[src/rtl/tmr_front_pkg.sv]
// Shared constants, types and helpers for the timer host front end.
// Assumes a byte-wide host bus and an 8-bit control word layout.
package tmr_front_pkg;

    localparam int BUS_W = 8;

    // Byte access pattern carried in bits 5:4 of a control word.
    typedef enum logic [1:0] {
        ACC_FREEZE = 2'b00,
        ACC_LOW    = 2'b01,
        ACC_HIGH   = 2'b10,
        ACC_BOTH   = 2'b11
    } acc_e;

    // Field view of a control byte, most significant field first.
    typedef struct packed {
        logic [1:0] target;
        acc_e       access;
        logic [2:0] mode;
        logic       bcd;
    } ctl_byte_t;

    // Fold the two aliased encodings onto modes 2 and 3.
    function automatic logic [2:0] fold_mode(input logic [2:0] raw);
        fold_mode = raw[1] ? {1'b0, raw[1:0]} : raw;
    endfunction

endpackage

[src/rtl/tmr_bus_sampler.sv]
// Samples the asynchronous host strobes in the system clock domain and
// turns each access into a single-cycle event. A write event fires on the
// first sampled active cycle and carries the address and data seen there.
// A read event fires once the read is no longer active and carries the
// last address seen while it was active.
// Assumes the host holds address and data stable for the sampled cycle.
module tmr_bus_sampler #(
    parameter int ADDR_W = 2,
    parameter int DATA_W = 8
) (
    input  logic              clk,
    input  logic              rst_n,
    input  logic              cs_n,
    input  logic              rd_n,
    input  logic              wr_n,
    input  logic [ADDR_W-1:0] addr,
    input  logic [DATA_W-1:0] din,
    output logic              wr_evt,
    output logic [ADDR_W-1:0] wr_addr,
    output logic [DATA_W-1:0] wr_data,
    output logic              rd_evt,
    output logic [ADDR_W-1:0] rd_addr
);

    logic wr_act_q, wr_act_d;
    logic rd_act_q, rd_act_d;
    logic [ADDR_W-1:0] wr_addr_q, rd_addr_q;
    logic [DATA_W-1:0] wr_data_q;

    // Sample qualified write activity and its address and data.
    always_ff @(posedge clk) begin
        if (!rst_n) begin
            wr_act_q  <= 1'b0;
            wr_act_d  <= 1'b0;
            wr_addr_q <= '0;
            wr_data_q <= '0;
        end else begin
            wr_act_q  <= ~cs_n & ~wr_n;
            wr_act_d  <= wr_act_q;
            wr_addr_q <= addr;
            wr_data_q <= din;
        end
    end

    // Sample qualified read activity and hold the address while it is active.
    always_ff @(posedge clk) begin
        if (!rst_n) begin
            rd_act_q  <= 1'b0;
            rd_act_d  <= 1'b0;
            rd_addr_q <= '0;
        end else begin
            rd_act_q <= ~cs_n & ~rd_n;
            rd_act_d <= rd_act_q;
            if (!cs_n && !rd_n) begin
                rd_addr_q <= addr;
            end
        end
    end

    // Edge events: a write starts, a read finishes.
    always_comb begin
        wr_evt  = wr_act_q & ~wr_act_d;
        rd_evt  = ~rd_act_q & rd_act_d;
        wr_addr = wr_addr_q;
        wr_data = wr_data_q;
        rd_addr = rd_addr_q;
    end


    wr_evt_single_chk: assert property (@(posedge clk) disable iff (!rst_n)
        wr_evt |=> !wr_evt);


    rd_evt_single_chk: assert property (@(posedge clk) disable iff (!rst_n)
        rd_evt |=> !rd_evt);

endmodule

[src/rtl/tmr_ctl_decoder.sv]
// Turns one sampled write event into per-channel strobes. Channel ports
// produce a load strobe. The control port is split by its target field
// into mode programming, count freezing or a multi-channel read-back.
// Assumes NUM_CH <= 3 so that the target value 3 is free for read-back.
module tmr_ctl_decoder
    import tmr_front_pkg::*;
#(
    parameter int NUM_CH = 3,
    parameter int ADDR_W = 2
) (
    input  logic              clk,
    input  logic              rst_n,
    input  logic              wr_evt,
    input  logic [ADDR_W-1:0] wr_addr,
    input  logic [BUS_W-1:0]  wr_data,
    output logic [NUM_CH-1:0] load_stb,
    output logic [NUM_CH-1:0] prog_stb,
    output logic [NUM_CH-1:0] latch_stb,
    output logic [2:0]        cw_mode,
    output logic [1:0]        cw_access,
    output logic              cw_bcd,
    output logic              rb_stb,
    output logic [NUM_CH-1:0] rb_sel,
    output logic              rb_count,
    output logic              rb_status
);

    localparam logic [ADDR_W-1:0] CTRL_ADDR = ADDR_W'(NUM_CH);
    localparam logic [1:0]        RB_TARGET = 2'b11;

    ctl_byte_t cw;
    logic      ctl_evt;

    // Field view of the captured byte and the control-port qualifier.
    always_comb begin
        cw      = ctl_byte_t'(wr_data);
        ctl_evt = wr_evt && (wr_addr == CTRL_ADDR);
    end

    // One strobe set per channel, chosen by address or by target field.
    for (genvar i = 0; i < NUM_CH; i++) begin : g_ch
        always_comb begin
            load_stb[i]  = wr_evt && (wr_addr == ADDR_W'(i));
            prog_stb[i]  = ctl_evt && (cw.target == 2'(i))
                           && (cw.access != ACC_FREEZE);
            latch_stb[i] = ctl_evt && (cw.target == 2'(i))
                           && (cw.access == ACC_FREEZE);
            rb_sel[i]    = wr_data[i+1];
        end
    end

    // Programming fields and read-back request flags.
    always_comb begin
        cw_mode   = fold_mode(cw.mode);
        cw_access = cw.access;
        cw_bcd    = cw.bcd;
        rb_stb    = ctl_evt && (cw.target == RB_TARGET);
        rb_count  = ~wr_data[5];
        rb_status = ~wr_data[4];
    end


    cmd_onehot_chk: assert property (@(posedge clk) disable iff (!rst_n)
        $onehot0({prog_stb, latch_stb, rb_stb}));


    mode_range_chk: assert property (@(posedge clk) disable iff (!rst_n)
        (|prog_stb) |-> (cw_mode <= 3'd5));


    load_vs_ctl_chk: assert property (@(posedge clk) disable iff (!rst_n)
        (|load_stb) |-> !(|{prog_stb, latch_stb, rb_stb}));

endmodule

[src/rtl/tmr_rd_path.sv]
// Host read path. Drives the addressed channel's byte while a qualified
// read is active, and keeps the bus disabled for the write-only control
// port. Turns the end-of-read event into a per-channel byte strobe.
// Assumes chan_rdata holds each channel's current byte, channel n at n*8.
module tmr_rd_path
    import tmr_front_pkg::*;
#(
    parameter int NUM_CH = 3,
    parameter int ADDR_W = 2
) (
    input  logic                    clk,
    input  logic                    rst_n,
    input  logic                    cs_n,
    input  logic                    rd_n,
    input  logic [ADDR_W-1:0]       addr,
    input  logic [NUM_CH*BUS_W-1:0] chan_rdata,
    input  logic                    rd_evt,
    input  logic [ADDR_W-1:0]       rd_addr,
    output logic [BUS_W-1:0]        dout,
    output logic                    dout_oe,
    output logic [NUM_CH-1:0]       rbyte_stb
);

    localparam logic [ADDR_W-1:0] CTRL_ADDR = ADDR_W'(NUM_CH);

    logic chan_hit;

    // Output enable and data mux for the addressed channel.
    always_comb begin
        chan_hit = (int'(addr) < NUM_CH);
        dout_oe  = ~cs_n & ~rd_n & chan_hit;
        dout     = '0;
        if (dout_oe) begin
            dout = chan_rdata[int'(addr)*BUS_W +: BUS_W];
        end
    end

    // Byte-consumed strobe for the channel that was read.
    for (genvar i = 0; i < NUM_CH; i++) begin : g_rb
        always_comb rbyte_stb[i] = rd_evt && (rd_addr == ADDR_W'(i));
    end


    oe_gated_chk: assert property (@(posedge clk) disable iff (!rst_n)
        dout_oe |-> (!cs_n && !rd_n));


    ctrl_read_quiet_chk: assert property (@(posedge clk) disable iff (!rst_n)
        (addr == CTRL_ADDR) |-> !dout_oe);


    rbyte_onehot_chk: assert property (@(posedge clk) disable iff (!rst_n)
        $onehot0(rbyte_stb));

endmodule

[src/rtl/tmr_host_front.sv]
// Host-facing front end of a multi-channel interval timer. It samples
// the bus, decodes writes into channel and control strobes, and serves
// channel reads. Counting and status formatting live in the channels.
// Assumes one system clock and a synchronous active-low reset.
module tmr_host_front
    import tmr_front_pkg::*;
#(
    parameter int NUM_CH = 3
) (
    input  logic                        clk,
    input  logic                        rst_n,
    input  logic                        cs_n,
    input  logic                        rd_n,
    input  logic                        wr_n,
    input  logic [1:0]                  addr,
    input  logic [7:0]                  din,
    input  logic [NUM_CH*8-1:0]         chan_rdata,
    output logic [7:0]                  dout,
    output logic                        dout_oe,
    output logic [7:0]                  wr_byte,
    output logic [NUM_CH-1:0]           load_stb,
    output logic [NUM_CH-1:0]           prog_stb,
    output logic [NUM_CH-1:0]           latch_stb,
    output logic [NUM_CH-1:0]           rbyte_stb,
    output logic [2:0]                  cw_mode,
    output logic [1:0]                  cw_access,
    output logic                        cw_bcd,
    output logic                        rb_stb,
    output logic [NUM_CH-1:0]           rb_sel,
    output logic                        rb_count,
    output logic                        rb_status
);

    localparam int ADDR_W = 2;

    logic              wr_evt, rd_evt;
    logic [ADDR_W-1:0] wr_addr, rd_addr;
    logic [BUS_W-1:0]  wr_data;

    tmr_bus_sampler #(.ADDR_W(ADDR_W), .DATA_W(BUS_W)) u_smp (
        .clk     (clk),
        .rst_n   (rst_n),
        .cs_n    (cs_n),
        .rd_n    (rd_n),
        .wr_n    (wr_n),
        .addr    (addr),
        .din     (din),
        .wr_evt  (wr_evt),
        .wr_addr (wr_addr),
        .wr_data (wr_data),
        .rd_evt  (rd_evt),
        .rd_addr (rd_addr)
    );

    tmr_ctl_decoder #(.NUM_CH(NUM_CH), .ADDR_W(ADDR_W)) u_dec (
        .clk       (clk),
        .rst_n     (rst_n),
        .wr_evt    (wr_evt),
        .wr_addr   (wr_addr),
        .wr_data   (wr_data),
        .load_stb  (load_stb),
        .prog_stb  (prog_stb),
        .latch_stb (latch_stb),
        .cw_mode   (cw_mode),
        .cw_access (cw_access),
        .cw_bcd    (cw_bcd),
        .rb_stb    (rb_stb),
        .rb_sel    (rb_sel),
        .rb_count  (rb_count),
        .rb_status (rb_status)
    );

    tmr_rd_path #(.NUM_CH(NUM_CH), .ADDR_W(ADDR_W)) u_rd (
        .clk        (clk),
        .rst_n      (rst_n),
        .cs_n       (cs_n),
        .rd_n       (rd_n),
        .addr       (addr),
        .chan_rdata (chan_rdata),
        .rd_evt     (rd_evt),
        .rd_addr    (rd_addr),
        .dout       (dout),
        .dout_oe    (dout_oe),
        .rbyte_stb  (rbyte_stb)
    );

    // Byte presented to the channels alongside any write strobe.
    always_comb wr_byte = wr_data;


    reset_quiet_chk: assert property (@(posedge clk)
        !rst_n |=> !(|{load_stb, prog_stb, latch_stb, rb_stb}));

endmodule

[config.mk]
export PLATFORM = sky130hd
export DESIGN_NAME = tmr_host_front
export DESIGN_NICKNAME = d
export VERILOG_FILES = /design/src/rtl/tmr_front_pkg.sv /design/src/rtl/tmr_bus_sampler.sv /design/src/rtl/tmr_ctl_decoder.sv /design/src/rtl/tmr_rd_path.sv /design/src/rtl/tmr_host_front.sv
export SDC_FILE = /design/constraint.sdc
export NUM_CORES = 1
export LEC_CHECK = 0
export ABC_CLOCK_PERIOD_IN_PS = 1400
export BUFFER_PORTS_ARGS = -buffer_cell sky130_fd_sc_hd__clkbuf_2
export CAP_MARGIN = 20
export CORE_MARGIN = 3
export CORE_UTILIZATION = 39
export CTS_CLUSTER_SIZE = 28
export DETAILED_ROUTE_END_ITERATION = 12
export GPL_ROUTABILITY_DRIVEN = 0
export GPL_TIMING_DRIVEN = 0
export PLACE_DENSITY = 0.85
export SETUP_SLACK_MARGIN = 0.15
export SKIP_CTS_REPAIR_TIMING = 1
export SYNTH_ARGS = -nofsm -noshare
export SYNTH_HDL_FRONTEND = slang
export SYNTH_SLANG_ARGS = --single-unit
[constraint.sdc]
create_clock -name clk -period 1.4 [get_ports clk]
set_input_delay 0.28 -clock clk [delete_from_list [all_inputs] [get_ports clk]]
set_output_delay 0.28 -clock clk [all_outputs]
set_load 0.005 [all_outputs]
== Word-level counts from Yosys, hierarchy flattened ==
Cells that the tools add are included.

* Register bits: 16
* Output and inout bits: 41

* Order comparisons: 1
* Equality and inequality tests: 8
* Shift-type cells: 1
* Mux-type cells: 2
* Bitwise gates (word level): 12
* Reductions and logical operators: 25

{| class="wikitable"
|+ Operators by type and width
! kind !! number
|-
| $shiftx A24 B6 Y8 || 1
|-
| $logic_and A1 B1 Y1 || 18
|-
| $eq A2 B2 Y1 const B || 5
|-
| $logic_not A2 Y1 || 4
|-
| $mux W8 || 1
|-
| $not A1 Y1 || 7
|-
| $eq A2 B1 Y1 const B || 3
|-
| $and A1 B1 Y1 || 5
|-
| $mux W3 || 1
|-
| $logic_not A1 Y1 || 2
|-
| $lt A2 B2 Y1 const B || 1
|-
| $reduce_bool A2 Y1 || 1
|}

== Logic depth before layout (Yosys ltp) ==
Gate-level depths: netlist of run 1.

* Depth after elaboration: 5
* Depth in mapped cells: 4
* Mapped depth without buffers: 3

== Modules after synthesis ==
A second synthesis of run 1 with hierarchy kept.

* Cell total of the unflattened synthesis: 107
* Area, all modules: 987.2 µm²

{| class="wikitable"
|+ Modules (own cells, without submodules)
! module !! times used !! cells an instance !! area each (µm²) !! sequential area each (µm²)
|-
| tmr_bus_sampler || 1 || 39 || 467.9 || 320.3
|-
| tmr_rd_path || 1 || 42 || 355.3 || 0.0
|-
| tmr_ctl_decoder || 1 || 26 || 163.9 || 0.0
|}

== Worst setup path before layout of run 1 ==
Ideal clock, no wire load.

* Path kind: input to output
* Start: input cs_n
* End: output dout[7]
* Arrival time: 0.906 ns
* Setup slack: 0.214 ns
* Cell stages on the path: 3
* Cell sequence: or2_1 buf_2 a211oi_1

* Longest elaborated chain between the ends: 4

{| class="wikitable"
|+ Ends and longest elaborated chain
! what !! RTL line !! RTL
|-
| start, declared || tmr_host_front.sv:12 || <nowiki>input logic cs_n,</nowiki>
|-
| $not A1 Y1 || tmr_rd_path.sv:31 || <nowiki>dout_oe = ~cs_n & ~rd_n & chan_hit;</nowiki>
|-
| $and A1 B1 Y1 (2 in a row) || tmr_rd_path.sv:31 ||
|-
| $mux W8 || tmr_rd_path.sv:33 || <nowiki>if (dout_oe) begin</nowiki>
|-
| end, declared || tmr_host_front.sv:18 || <nowiki>output logic [7:0] dout,</nowiki>
|}

Every way passes these cells.

== Final worst setup path of run 1 ==
* Start: register u_smp.wr_act_d
* End: output latch_stb[2]

* Longest elaborated chain between the ends: 5

{| class="wikitable"
|+ Ends and longest elaborated chain
! what !! RTL line !! RTL
|-
| start, declared || tmr_bus_sampler.sv:25 || <nowiki>logic wr_act_q, wr_act_d;</nowiki>
|-
| start signal, assigned || tmr_bus_sampler.sv:39 || <nowiki>wr_act_d <= wr_act_q;</nowiki>
|-
| $not A1 Y1 || tmr_bus_sampler.sv:62 || <nowiki>wr_evt = wr_act_q & ~wr_act_d;</nowiki>
|-
| $and A1 B1 Y1 || tmr_bus_sampler.sv:62 ||
|-
| $logic_and A1 B1 Y1 || tmr_ctl_decoder.sv:37 || <nowiki>ctl_evt = wr_evt && (wr_addr == CTRL_ADDR);</nowiki>
|-
| $logic_and A1 B1 Y1 || tmr_ctl_decoder.sv:46 || <nowiki>latch_stb[i] = ctl_evt && (cw.target == 2'(i))</nowiki>
|-
| $logic_and A1 B1 Y1 || tmr_ctl_decoder.sv:47 || <nowiki>&& (cw.access == ACC_FREEZE);</nowiki>
|-
| end, declared || tmr_host_front.sv:23 || <nowiki>output logic [NUM_CH-1:0] latch_stb,</nowiki>
|}

Every way passes these cells.

==> results of run 1 <==
metal layers:
layer | global-route usage | vias up | share of wire
met3 | 0.0322 | 2 | 0.078
met4 | 0.0563 | 0 | 0.0043
met5 | 0 | - | 0
met1 | 0.167 | 523 | 0.35
met2 | 0.330 | 51 | 0.56
li1 | - | 534 | -
path summary, 6_finish.rpt:
path | start | endpoint | slack, ns | cells past startpoint
max | u_smp.wr_act_d$_SDFF_PN0_ | latch_stb[2] | -0.22 | 4
max reg2reg | u_smp.rd_addr[1]$_SDFFE_PN0P_ | u_smp.rd_addr[1]$_SDFFE_PN0P_ | 0.69 | 2
min | wr_n | u_smp.wr_act_q$_SDFF_PN0_ | 0.15 | 2
min reg2reg | u_smp.wr_act_q$_SDFF_PN0_ | u_smp.wr_act_d$_SDFF_PN0_ | 0.51 | 1
layout by cell type, fill, tap and decap left out, drive strengths merged, types with 3 or more instances in the layout:
cell,count
a211oi,16
nand2b,9
nand2,6
nor2,3
and2,13
buf,36
and2b,8
dfxtp,16
nor4bb,4
clkbuf,66
state kept, by name, summed over array words and instances, names as in the netlist:
signal and cells:
u_smp.wr_act_d 1, u_smp.wr_data 8, u_smp.wr_addr 2, u_smp.rd_addr 2, u_smp.rd_act_q 1, u_smp.rd_act_d 1
u_smp.wr_act_q 1
cell families after synthesis:
group | count (synthesis) | share of synthesized area
simple gates | 55 | 0.353
flops | 16 | 0.318
compound gates | 19 | 0.209
buf+inv | 16 | 0.119
worst max-delay path, cell delays in order, from the launching register on:
cell	delay (ns)
dfxtp_2	0.35
and4b_2	0.33
nand2_2	0.09
nor4_2	0.14
buf_2	0.16
report_power, final:
part           switching (mW)  total [mW]  internal, mW
Clock                   0.145       0.303         0.158
Sequential             0.0294       0.507         0.478
Combinational           0.135       0.324         0.189
Total                   0.310        1.13         0.825
layout make-up:
type | count | area [µm²] | area share
Multi-Input combinational cell | 74 | 698 | 0.400
Timing Repair Buffer | 84 | 505 | 0.289
Sequential cell | 16 | 339 | 0.194
Buffer | 14 | 125 | 0.0716
Clock buffer | 4 | 36.3 | 0.0208
Tap cell | 28 | 35.0 | 0.0201
Inverter | 2 | 7.51 | 0.00430
through the flow:
stage	cell area, µm²	util
final	1750	0.753
after global routing	1750	0.753
after CTS	1470	0.633
after detailed placement	1430	0.617
after global placement	1430	0.617
after floorplan	1010	-
==> results_tabular.tex, run 1 <==
\begin{tabular}{lr}
\hline
Metric & Value \\
\hline
\multicolumn{2}{l}{\textbf{Die}} \\
\quad Standard cell core area & 0.00232 mm² \\
\quad Top Ports & 80 \\
\quad Die X & 56.8 µm \\
\quad Number of standard-cell rows in the floorplan & 17 \\
\quad Floorplan die height & 56.8 µm \\
\quad Die Footprint & 0.00322 mm² \\
\quad Initial Utilization & 0.434 \\
\multicolumn{2}{l}{\textbf{Timing}} \\
\quad Worst hold margin & 0.152 ns \\
\quad Worst clock skew & 0.00530 ns \\
\quad Final critical-path required period & 1.62 ns \\
\quad Count of final max-slew check failures & 0 \\
\quad Crit share post-route & 1.16 \\
\quad Hold Fails Final Rpt & 0 \\
\quad Final setup margin & -0.224 ns \\
\quad Rel. slew slack & 0.766 \\
\quad Setup TNS Final & -1.20 ns \\
\quad Maximum clock frequency & 0.616 GHz \\
\quad Transition time of the tightest slew-check pin & 0.351 ns \\
\quad \# setup viols final & 9 \\
\quad Setup repair after global routing missed its margin & true \\
\multicolumn{2}{l}{\textbf{Setup path}} \\
\quad Kind of critical path & register to output pin \\
\quad Worst EP arrival & 1.34 ns \\
\quad CP max FO & 4 \\
\quad Setup crit end kind & output pin \\
\quad Worst path required time & 1.12 ns \\
\quad Worst Setup Start Kind & register \\
\multicolumn{2}{l}{\textbf{Detailed routing}} \\
\quad Wire per inst & 14.8 µm \\
\quad DR DRC count & 0 \\
\quad DR iter-0 viols & 26 \\
\quad Via-per-instance ratio & 5.00 \\
\quad Number of nets with antenna violations after routing & 0 \\
\quad Vias after detailed routing & 1110 \\
\quad Total Wirelength & 3.29 mm \\
\quad Number of search-and-repair iterations in the first detailed-routing pass & 4 \\
\multicolumn{2}{l}{\textbf{Layout}} \\
\quad Area added between synthesis and finish & 73.6\% \\
\quad Share of cells above drive strength 1 & 0.727 \\
\quad Antenna cells & 0 \\
\quad Number of inserted filler cells in the final layout & 156 \\
\quad Number of nets in the finished design & 234 \\
\quad Number of cells in the finished layout apart from fillers & 222 \\
\multicolumn{2}{l}{\textbf{Global routing}} \\
\quad Via count of the first global-routing pass & 1014 \\
\quad All-layer global routing usage & 0.166 \\
\quad Number of antenna violations at the first check in global routing & 0 \\
\quad Sum of overflow across all layers after global routing & 0 \\
\quad Wire length of the first global-routing pass & 4.37 mm \\
\quad Maximum number of pins on one net before global-route repair & 11 \\
\multicolumn{2}{l}{\textbf{Synth}} \\
\quad Number of flip-flops and latches in the synthesized netlist & 16 \\
\quad Synthesized area per cell & 9.49 µm² \\
\quad Yosys top cell area share & 0.318 \\
\quad Proportion of synthesized chip area in sequential cells & 0.318 \\
\quad Number of enable flip-flop cells after synthesis & 0 \\
\quad Async set-reset flop share out of synthesis & 0 \\
\quad Most frequent cell after synthesis & dfxtp\_1 \\
\quad Number of nets in the synthesized netlist & 145 \\
\quad Predominant post-synthesis flop cell & dfxtp\_1 \\
\quad Cell types occupying the most area after synthesis & dfxtp\_1 32\%, a211oi\_2 17\%, and2\_1 8.1\%, buf\_4 6.7\%, and2b\_1 6.0\% \\
\quad Number of distinct library cells after synthesis & 25 \\
\quad Yosys warnings & 0 \\
\quad Netlist area before placement & 0.00101 mm² \\
\quad Number of cells produced by synthesis & 106 \\
\quad Biggest area consumer among synthesized cells & dfxtp\_1 \\
\quad Top cells by instance count after synthesis & 16 x dfxtp\_1, 14 x a211oi\_2, 13 x and2\_1 \\
\multicolumn{2}{l}{\textbf{Worst hold path}} \\
\quad Path type of the worst min-delay path & input port to register \\
\multicolumn{2}{l}{\textbf{Power}} \\
\quad VDD IR max & 0.513 mV \\
\quad Pwr Density & 650 mW/mm² \\
\quad Pwr Total & 1.13 mW \\
\quad Leakage Power & 0.839 nW \\
\multicolumn{2}{l}{\textbf{CTS}} \\
\quad Clock sink count & 16 \\
\quad Latest clock arrival within the worst-skew pair & 0.28 ns \\
\quad CTS buffer count & 3 \\
\quad Master cell of the clock root buffer & clkbuf\_4 \\
\quad Clk slew on worst S/H paths & 0.09 ns \\
\quad CTS Buffer Depth & 2 \\
\quad Number of H-tree levels & 1 \\
\quad TritonCTS clock tree & done \\
\multicolumn{2}{l}{\textbf{Placed design}} \\
\quad Detailed Place HPWL & 2.17 mm \\
\quad Total placed cells including tap cells & 212 \\
\quad Total of buffers placed on input and output ports & 78 \\
\quad Worst Setup Slack post-DPL & -0.0541 ns \\
\multicolumn{2}{l}{\textbf{Job}} \\
\quad Max-capacitance violation count & 0 \\
\multicolumn{2}{l}{\textbf{Status}} \\
\quad Result of the run & finished, violations left \\
\quad Violations in the final reports & negative setup slack \\
\hline
\end{tabular}
No activity file was read; power rests on OpenSTA's default activity.
==> run 2, diff against run 1 <==
Settings changed: ABC_CLOCK_PERIOD_IN_PS 1400 to 1700, CORE_MARGIN 3 to default.
Clock period 1.4 ns to 1.7 ns, I/O delays scaled along.
==> run 2 against run 1 <==
  * The run now ends clean
  * Worst hold slack gained 0.064 ns
  * Clock power is 39% lower
  * Via count is 4.8% lower
  * Worst setup slack better by 0.28 ns
  * Sequential cell count is the same
  * Critical path depth did not move
  * First-iteration DRC count is 85% lower
  * Clock skew is 0.0052 ns lower
  * Die area down 14%
  * Core utilization shrank 12 points
  * Final area is 11% lower
  * Wire length shrank 25%
==> results_tabular.tex, run 2 (same netlist as run 1, synthesis figures left out) <==
\begin{tabular}{lr}
\hline
Metric & Value \\
\hline
\multicolumn{2}{l}{\textbf{Layout}} \\
\quad Antenna cells & 0 (unchanged) \\
\quad Share of cells above drive strength 1 & 0.644 (-0.0828) \\
\quad Flip-flop count of the largest register after layout & 8 (unchanged) \\
\quad Leading cell types in the layout, fill and taps excluded & 71 x clkbuf\_2, 13 x a211oi\_2, 13 x and2\_1 \\
\quad Number of nets in the finished design & 232 (-0.85\%) \\
\quad Area of all placed cells without fillers & 0.00156 mm² (-11\%) \\
\quad Final core utilization & 0.634 (-0.120) \\
\quad Most common cell after layout, fill and taps aside & clkbuf\_2 \\
\quad Number of inserted filler cells in the final layout & 209 (+34\%) \\
\quad Area added between synthesis and finish & 54.6\% \\
\multicolumn{2}{l}{\textbf{Detailed routing}} \\
\quad Wire per inst & 11.1 µm (-25\%) \\
\quad Number of search-and-repair iterations in the first detailed-routing pass & 2 (-2) \\
\quad DR iter-0 viols & 4 (-85\%) \\
\quad Routed length on met3 & 247 µm (-3.5\%) \\
\quad DR DRC count & 0 (unchanged) \\
\quad Total Wirelength & 2.45 mm (-25\%) \\
\quad Via-per-instance ratio & 4.78 (-4.3\%) \\
\quad Vias after detailed routing & 1057 (-4.8\%) \\
\quad Number of nets with antenna violations after routing & 0 (unchanged) \\
\quad Highest routed layer & met4 \\
\quad Met1 WL & 925 µm (-20\%) \\
\quad Wire length on met2 & 1.25 mm (-32\%) \\
\multicolumn{2}{l}{\textbf{Die}} \\
\quad Die X & 52.8 µm (-7.0\%) \\
\quad Number of standard-cell rows in the floorplan & 18 (+1) \\
\quad Top Ports & 80 (unchanged) \\
\quad Die Footprint & 0.00279 mm² (-14\%) \\
\quad Standard cell core area & 0.00245 mm² (+5.9\%) \\
\quad Floorplan die height & 52.8 µm (-7.0\%) \\
\quad Initial Utilization & 0.410 (-0.0241) \\
\multicolumn{2}{l}{\textbf{CTS}} \\
\quad CTS Buffer Depth & 2 (unchanged) \\
\quad Latest clock arrival within the worst-skew pair & 0.27 ns (about the same) \\
\quad Master cell of the clock root buffer & clkbuf\_4 \\
\quad Number of H-tree levels & 1 (unchanged) \\
\quad CTS buffer count & 3 (unchanged) \\
\quad Clk slew on worst S/H paths & 0.08 ns (about the same) \\
\quad Clock sink count & 16 (unchanged) \\
\quad TritonCTS clock tree & done \\
\multicolumn{2}{l}{\textbf{Timing}} \\
\quad Maximum clock frequency & 0.608 GHz \\
\quad Count of final max-slew check failures & 0 (unchanged) \\
\quad Crit share post-route & 0.967 \\
\quad Transition time of the tightest slew-check pin & 0.342 ns (-0.00906 ns) \\
\quad \# setup viols final & 0 (-9) \\
\quad Setup repair after global routing missed its margin & true \\
\quad Final critical-path required period & 1.64 ns \\
\quad Worst clock skew & 0.000123 ns (-0.00518 ns) \\
\quad Rel. slew slack & 0.772 (+0.00604) \\
\quad Hold Fails Final Rpt & 0 (unchanged) \\
\quad Worst hold margin & 0.216 ns (+0.0640 ns) \\
\multicolumn{2}{l}{\textbf{Setup path}} \\
\quad Worst path required time & 1.36 ns (+0.24 ns) \\
\quad Worst EP arrival & 1.30 ns (-0.04 ns) \\
\quad Kind of critical path & register to output pin \\
\quad Startpoint of the lowest-slack register-to-register path & u\_smp.rd\_addr[0]\$\_SDFFE\_PN0P\_ \\
\quad Setup crit end kind & output pin \\
\quad Startpoint of the worst setup timing path & u\_smp.wr\_act\_d\$\_SDFF\_PN0\_ \\
\quad CP max FO & 4 (unchanged) \\
\quad Worst Setup Start Kind & register \\
\quad Flop2flop setup slack & 1.06 ns (+0.37 ns) \\
\quad Reg-to-reg critical path endpoint & u\_smp.rd\_addr[0]\$\_SDFFE\_PN0P\_ \\
\quad Worst Reg2Reg Path Length in Cells & 2 (unchanged) \\
\quad Timing endpoint of the critical path & prog\_stb[0] \\
\multicolumn{2}{l}{\textbf{Global routing}} \\
\quad Wire length of the first global-routing pass & 3.43 mm (-21\%) \\
\quad Via count of the first global-routing pass & 870 (-14\%) \\
\quad Number of antenna violations at the first check in global routing & 0 (unchanged) \\
\quad Sum of overflow across all layers after global routing & 0 (unchanged) \\
\quad Maximum number of pins on one net before global-route repair & 11 (unchanged) \\
\quad All-layer global routing usage & 0.166 (about the same) \\
\multicolumn{2}{l}{\textbf{Status}} \\
\quad Result of the run & completed \\
\multicolumn{2}{l}{\textbf{Worst hold path}} \\
\quad Path type of the worst min-delay path & input port to register \\
\multicolumn{2}{l}{\textbf{Placed design}} \\
\quad Detailed Place HPWL & 1.95 mm (-10\%) \\
\quad Instance area after placement & 0.00143 mm² (+0.18\%) \\
\quad Total of buffers placed on input and output ports & 78 (unchanged) \\
\multicolumn{2}{l}{\textbf{Power}} \\
\quad Switching part of the total power & 0.260 (-0.0131) \\
\quad Fraction of power consumed by the clock network & 0.226 (-0.041) \\
\quad Cell Int Power & 602 µW (-27\%) \\
\quad Sequential share of power & 0.505 (+0.058) \\
\quad Net switching power & 211 µW (-32\%) \\
\quad Pwr Density & 523 mW/mm² (-19\%) \\
\quad Pwr Total & 814 µW (-28\%) \\
\quad Leakage Power & 0.772 nW (-7.9\%) \\
\quad Combinational cell fraction of total power & 0.268 (-0.018) \\
\quad VDD IR max & 0.355 mV (-31\%) \\
\multicolumn{2}{l}{\textbf{Job}} \\
\quad Max-capacitance violation count & 0 (unchanged) \\
\hline
\end{tabular}
## run 2: worst min-delay path by stage
stage	from	to	slack, ns	cells past startpoint
after floorplan	wr_n	u_smp.wr_act_q$_SDFF_PN0_	0.42	1
after CTS	wr_n	u_smp.wr_act_q$_SDFF_PN0_	0.21	2
after global routing	wr_n	u_smp.wr_act_q$_SDFF_PN0_	0.20	2
after detailed placement	u_smp.rd_addr[1]$_SDFFE_PN0P_	u_smp.rd_addr[1]$_SDFFE_PN0P_	0.49	2
after global placement	u_smp.rd_addr[0]$_SDFFE_PN0P_	u_smp.rd_addr[0]$_SDFFE_PN0P_	0.48	2
final	wr_n	u_smp.wr_act_q$_SDFF_PN0_	0.22	2
## run 2: critical path, stage by stage, from the launching register on
cell,delay [ns]
dfxtp_2,0.33
and4b_2,0.31
nand2b_4,0.08
nor3_2,0.17
clkbuf_2,0.14
## run 2: metrics by stage
step / instances / setup WS [ns] / setup TNS [ns]
2_1_floorplan: 106 / 0.394 / 0
3_3_place_gp: 214 / 0.152 / 0
3_5_place_dp: 214 / 0.127 / 0
4_1_cts: 217 / -0.0655 / -0.0996
5_1_grt: 221 / -0.0425 / -0.116
6_report: 221 / 0.0557 / 0
## run 2: power groups by stage
stage / sequential, mW / clock, mW / combinational [mW]
2_1_floorplan: 0.417 / 0 / 0.110
3_3_place_gp: 0.417 / 0 / 0.197
3_5_place_dp: 0.419 / 0 / 0.203
4_1_cts: 0.410 / 0.195 / 0.203
5_1_grt: 0.415 / 0.213 / 0.240
6_report: 0.411 / 0.184 / 0.218
## run 2: per-layer routing
layer	vias up	global-route usage
li1	531	-
met1	453	0.166
met2	71	0.321
met3	2	0.0290
met4	0	0.0789
met5	-	0
## run 2: layout make-up
type / count / area (µm²) / area share
Multi-Input combinational cell: 74 / 619 / 0.398
Timing Repair Buffer: 82 / 424 / 0.273
Sequential cell: 16 / 325 / 0.209
Buffer: 14 / 119 / 0.0764
Tap cell: 30 / 37.5 / 0.0241
Clock buffer: 3 / 22.5 / 0.0145
Inverter: 2 / 7.51 / 0.00483
